<file path="src/rtl/pdwake_pkg.sv">
package pdwake_pkg;

  typedef enum logic [1:0] {
    ST_STANDBY = 2'd0,
    ST_DOWN    = 2'd1,
    ST_WAKING  = 2'd2
  } pw_state_e;

endpackage

</file>
<file path="src/rtl/pdwake_sync.sv">
// Multi-stage synchronizer for a bundle of asynchronous pins. Gives the
// synchronized value and the one before it, for edge detection.
module pdwake_sync #(
  parameter int               STAGES  = 2,
  parameter int               WIDTH   = 3,
  parameter logic [WIDTH-1:0] RST_VAL = '0
) (
  input  logic             clk,
  input  logic             rst,
  input  logic [WIDTH-1:0] din,
  output logic [WIDTH-1:0] dout,
  output logic [WIDTH-1:0] dprev
);

  logic [STAGES:0][WIDTH-1:0] pipe;

  always_ff @(posedge clk) begin
    if (rst) begin
      pipe <= {(STAGES+1){RST_VAL}};
    end else begin
      pipe <= {pipe[STAGES-1:0], din};
    end
  end

  assign dout  = pipe[STAGES-1];
  assign dprev = pipe[STAGES];

endmodule

</file>
<file path="src/rtl/pdwake_shifter.sv">
// Collects the first opcode of a frame and tracks the bit phase within a
// byte. frame_ok reflects the state after the current strobe is applied,
// so a bit arriving with the chip-select release is included.
module pdwake_shifter #(
  parameter int                  OPC_BITS = 8,
  parameter logic [OPC_BITS-1:0] OPC      = 8'hAB
) (
  input  logic clk,
  input  logic rst,
  input  logic clr,
  input  logic bit_stb,
  input  logic bit_val,
  output logic frame_ok
);

  localparam int PW = (OPC_BITS > 2) ? $clog2(OPC_BITS) : 1;
  localparam logic [PW-1:0] LAST_PH = PW'(OPC_BITS - 1);

  logic [PW-1:0]       phase_q, phase_d;
  logic                full_q, full_d;
  logic [OPC_BITS-1:0] opc_q, opc_d;

  always_comb begin
    phase_d = phase_q;
    full_d  = full_q;
    opc_d   = opc_q;
    if (bit_stb) begin
      phase_d = (phase_q == LAST_PH) ? '0 : phase_q + 1'b1;
      if (!full_q) begin
        opc_d = {opc_q[OPC_BITS-2:0], bit_val};
        if (phase_q == LAST_PH) full_d = 1'b1;
      end
    end
  end

  assign frame_ok = full_d && (phase_d == '0) && (opc_d == OPC);

  always_ff @(posedge clk) begin
    if (rst || clr) begin
      phase_q <= '0;
      full_q  <= 1'b0;
      opc_q   <= '0;
    end else begin
      phase_q <= phase_d;
      full_q  <= full_d;
      opc_q   <= opc_d;
    end
  end

endmodule

</file>
<file path="src/rtl/pdwake_timer.sv">
// Wake-up delay counter: after load, done is high in the CYCLES-th enabled
// cycle.
module pdwake_timer #(
  parameter int CYCLES = 20
) (
  input  logic clk,
  input  logic rst,
  input  logic load,
  input  logic en,
  output logic done
);

  localparam int TW = (CYCLES > 2) ? $clog2(CYCLES) : 1;

  logic [TW-1:0] cnt_q;

  always_ff @(posedge clk) begin
    if (rst) begin
      cnt_q <= '0;
    end else if (load) begin
      cnt_q <= TW'(CYCLES - 1);
    end else if (en && cnt_q != '0) begin
      cnt_q <= cnt_q - 1'b1;
    end
  end

  assign done = en && (cnt_q == '0);

endmodule

</file>
<file path="src/rtl/sflash_wake_detect.sv">
module sflash_wake_detect
  import pdwake_pkg::*;
#(
  parameter int                  OPC_BITS    = 8,
  parameter logic [OPC_BITS-1:0] WAKE_OPC    = 8'hAB,
  parameter int                  WAKE_CYCLES = 20,
  parameter int                  SYNC_STAGES = 2
) (
  input  logic clk,
  input  logic rst,
  input  logic sck,
  input  logic cs_n,
  input  logic si,
  input  logic pd_enter,
  output logic pd_flag,
  output logic ready
);

  // pin bundle order: {sck, cs_n, si}; idle is sck low, cs_n high
  localparam logic [2:0] PIN_IDLE = 3'b010;

  logic [2:0] pin_now, pin_prev;
  logic       sck_rise, cs_rise, cs_was_low;
  logic       bit_stb, shift_clr, frame_ok;
  logic       wake_go, tmr_done;
  logic       unused_si_prev;
  pw_state_e  state_q;

  pdwake_sync #(
    .STAGES (SYNC_STAGES),
    .WIDTH  (3),
    .RST_VAL(PIN_IDLE)
  ) u_sync (
    .clk  (clk),
    .rst  (rst),
    .din  ({sck, cs_n, si}),
    .dout (pin_now),
    .dprev(pin_prev)
  );

  assign unused_si_prev = pin_prev[0];
  assign cs_was_low     = !pin_prev[1];
  assign sck_rise       = pin_now[2] && !pin_prev[2];
  assign cs_rise        = pin_now[1] && !pin_prev[1];
  assign bit_stb        = sck_rise && cs_was_low && (state_q == ST_DOWN);
  assign shift_clr      = pin_now[1] || (state_q != ST_DOWN);

  pdwake_shifter #(
    .OPC_BITS(OPC_BITS),
    .OPC     (WAKE_OPC)
  ) u_shift (
    .clk     (clk),
    .rst     (rst),
    .clr     (shift_clr),
    .bit_stb (bit_stb),
    .bit_val (pin_now[0]),
    .frame_ok(frame_ok)
  );

  assign wake_go = (state_q == ST_DOWN) && cs_rise && frame_ok;

  pdwake_timer #(
    .CYCLES(WAKE_CYCLES)
  ) u_timer (
    .clk (clk),
    .rst (rst),
    .load(wake_go),
    .en  (state_q == ST_WAKING),
    .done(tmr_done)
  );

  always_ff @(posedge clk) begin
    if (rst) begin
      state_q <= ST_STANDBY;
      pd_flag <= 1'b0;
      ready   <= 1'b1;
    end else begin
      case (state_q)
        ST_STANDBY: if (pd_enter) begin
          state_q <= ST_DOWN;
          pd_flag <= 1'b1;
          ready   <= 1'b0;
        end
        ST_DOWN: if (wake_go) begin
          state_q <= ST_WAKING;
          pd_flag <= 1'b0;
        end
        ST_WAKING: if (tmr_done) begin
          state_q <= ST_STANDBY;
          ready   <= 1'b1;
        end
        default: begin
          state_q <= ST_STANDBY;
          pd_flag <= 1'b0;
          ready   <= 1'b1;
        end
      endcase
    end
  end

endmodule

</file>
<file path="config.mk">
export PLATFORM = sky130hd
export DESIGN_NAME = sflash_wake_detect
export DESIGN_NICKNAME = d
export VERILOG_FILES = /design/src/rtl/pdwake_pkg.sv /design/src/rtl/pdwake_sync.sv /design/src/rtl/pdwake_shifter.sv /design/src/rtl/pdwake_timer.sv /design/src/rtl/sflash_wake_detect.sv
export SDC_FILE = /design/constraint.sdc
export NUM_CORES = 1
export LEC_CHECK = 0
export BUFFER_PORTS_ARGS = -buffer_cell sky130_fd_sc_hd__buf_2
export CAP_MARGIN = 20
export CORE_MARGIN = 2
export CORE_UTILIZATION = 50
export CTS_CLUSTER_SIZE = 24
export DETAILED_ROUTE_END_ITERATION = 16
export GPL_ROUTABILITY_DRIVEN = 0
export GPL_TIMING_DRIVEN = 0
export MAX_ROUTING_LAYER = met4
export PLACE_DENSITY = 0.68
export SLEW_MARGIN = 15
export SYNTH_ARGS = -nofsm -noshare
export SYNTH_HDL_FRONTEND = slang
export SYNTH_SLANG_ARGS = --single-unit
</file>
<file path="constraint.sdc">
create_clock -name clk -period 2.29 [get_ports clk]
set_clock_uncertainty 0.15 [all_clocks]
set_input_delay 0.458 -clock clk [delete_from_list [all_inputs] [get_ports clk]]
set_output_delay 0.458 -clock clk [all_outputs]
set_load 0.02 [all_outputs]
</file>
==> flow_summary.ini <==
[logic_synthesis]
netlist_area_um2 = 1230
ys_top_cells_by_count = dfxtp_1, nor2_1, mux2i_1
synth_area_per_cell_um2 = 9.56
synth_seq_cells = 29
synth_largest_area_cell = dfxtp_1
yosysMostFrequentCell = dfxtp_1
async_flop_share_pct = 0
synth_cell_types = 34
yosys.area.top_type_share_pct = 47.1
synth_edf_count = 0
synthFlopType = dfxtp_1
synth_area_leaders = dfxtp_1, mux2i_1, nor2_1
yosys_warnings = 0
synth_cells = 129
ys_seq_area_share_pct = 47.1
syn_nets = 138

[power]
combPwrFrac_pct = 4.4
pwr-share-seq_pct = 60.2
sw_frac_of_total_pct = 21.8
power.density_nw_per_um2 = 600
p_leak_nw = 0.513
p_int_w = 0.000676
power_w = 0.000865
clkPwrFrac_pct = 35.5
power.switching_w = 0.000189
ir_drop_mv = 0.541

[place]
dpl.hpwl_um = 1610
io_buffers = 7

[routing]
vias = 972
drt-initial-drc-count = 13
wire_per_inst_um = 13.2
drt_wl_total_um = 2320
dr.pass1.iters = 4
remaining_drc_errors = 0
vias_per_cell = 5.52
ant_nets = 0

[floorplan]
die-area_um2 = 2880
core_area_um2 = 2280
die_h_um = 53.7
initial_core_util_pct = 54.2
fp.dieW_um = 53.7
num_rows = 17
io_pins = 8

[cells_and_area]
fin_util_pct = 63.3
areaGrowthSynthToFinish_pct = 16.8
ff_latch_area_um2 = 586
multiInputGateArea_um2 = 644
fillCellCount = 196
antenna_cells = 0
drive_above_1_share_pct = 27.7
nets = 157

[worst_setup_path]
startpoint_type = flop
cp_top_family = simple AND/OR/NAND/NOR gates
cpPeakStageDelay_ps = 650
path_max_fanout = 4
crit_required_ps = 2390
cpMaxStageDelayCell = or4bb_2
crit_cells = 5
crit_start = u_shift.opc_q[6]
rr_worst_depth = 5
rr_startpoint = u_shift.opc_q[6]
path_class = flop to flop
worstPathArrival_ps = 2350
end_kind = flop
crit_buf_inv = 0
crit_chain = or4bb_2 -> nor3b_2 -> mux2i_1 -> or4_4 -> a21oi_2

[clock_tree]
cts_tree = built
clk_pin_slew_ps = 80
cts_buffers = 5
root_buffer = clkbuf_4
htreeDepth = 2
clk_latency_ps = 310
ctsHoldBuffers = 0
clock_sinks = 29
cts.path.max_buffers = 2

[run_status]
status = finished clean

[flow_run]
cap_violations = 0

[timing]
fin_crit_sh_pct = 98.4
relSlewSlack_pct = 62.9
maxClockFrequency_ghz = 0.444
finalSetupViolCount = 0
hold_viol_final = 0
maxSlewViolCount = 0
finalCriticalPeriod_ps = 2250
tightest_slew_ps = 554

[hold_path]
min_from = cs_n
holdPathStages = 2
min-delay-path-class = primary input to flop

[global_routing]
grt_pass1_wl_um = 3700
grt_max_degree = 11
overflow = 0
track_usage_pct = 18.7
grt_pass1_vias = 860
grt_antenna_before_repair = 0
[cell usage in the layout (no fill, tap or decap), types with 3 or more instances in the layout]
cell and instances:
buf_2 7, inv_1 6, clkbuf_4 5, nor2_1 18
nor4_1 5, nand3_1 3, a21oi_2 4, buf_4 5
nor3_1 3, xnor2_1 3, nor2b_1 7, dfxtp_1 27
a21oi_1 7, ha_1 3, nand2_1 5, mux2i_1 9
[worst paths after layout]
check,slack [ps],to
worst min register to register,260,u_sync.dout[1]
worst max register to register,40,u_timer.cnt_q[0]
worst max-delay path,40,u_timer.cnt_q[0]
worst min-delay path,180,u_sync.pipe[1]
[through the flow]
| stage | area, um^2 | setup slack (ps) | TNS [ps] | std cells | hold slack (ps) |
|---|---|---|---|---|---|
| 6_report | 1440 | 36.5 | 0 | 176 | 181 |
| 5_1_grt | 1440 | -3.91 | -3.91 | 176 | 171 |
| 4_1_cts | 1370 | 38.3 | 0 | 171 | 172 |
| 3_5_place_dp | 1300 | -112 | -408 | 164 | 249 |
| 3_3_place_gp | 1300 | -86.2 | -320 | 164 | 244 |
| 2_1_floorplan | 1230 | 181 | 0 | 129 | 239 |
[metal layers]
layer  GRT usage [%]  routed length, um
met5               -                  0
met4            7.26                 37
met3            6.94                 93
met2            28.5               1080
met1            22.2               1110
[power by group through the flow]
stage / clock network, W / registers [W] / logic (W)
4_1_cts: 0.000313 / 0.000520 / 0.0000369
6_report: 0.000307 / 0.000520 / 0.0000377
5_1_grt: 0.000336 / 0.000522 / 0.0000419
3_3_place_gp: 0 / 0.000532 / 0.0000355
3_5_place_dp: 0 / 0.000532 / 0.0000368
2_1_floorplan: 0 / 0.000535 / 0.0000203
[layout make-up]
cell class	instances	share of cell area [%]
buffer	3	1.82
clock buffer	7	3.82
inverter	6	1.56
sequential	29	40.6
timing repair buffer	12	5.03
multi-input combinational	91	44.7
tap	28	2.43
[flip-flops by register name (all words and copies together), names as in the netlist]
| name | count |
|---|---|
| u_shift.opc_q | 8 |
| u_timer.cnt_q | 5 |
| u_shift.phase_q | 3 |
| u_sync.dout | 3 |
| u_sync.pipe | 3 |
| state_q | 2 |
| u_sync.dprev | 2 |
| pd_flag | 1 |
| ready | 1 |
| u_shift.full_q | 1 |
[cells by family after synthesis]
logic type	Yosys count	synth area share (%)
compound gates	19	10.2
buf+inv	9	3.95
simple gates	57	26.3
mux	9	7.30
xor+xnor	3	2.13
fa+ha+maj	3	3.04
flops	29	47.1
[repair_timing]
action                                  CTS  global route
pin swaps                                 1             1
endpoints found under the setup margin    8             9
setup buffers                             0             5
resized for setup                         2             8
gates cloned                              0             0
Power figures use the tool's default switching activity.
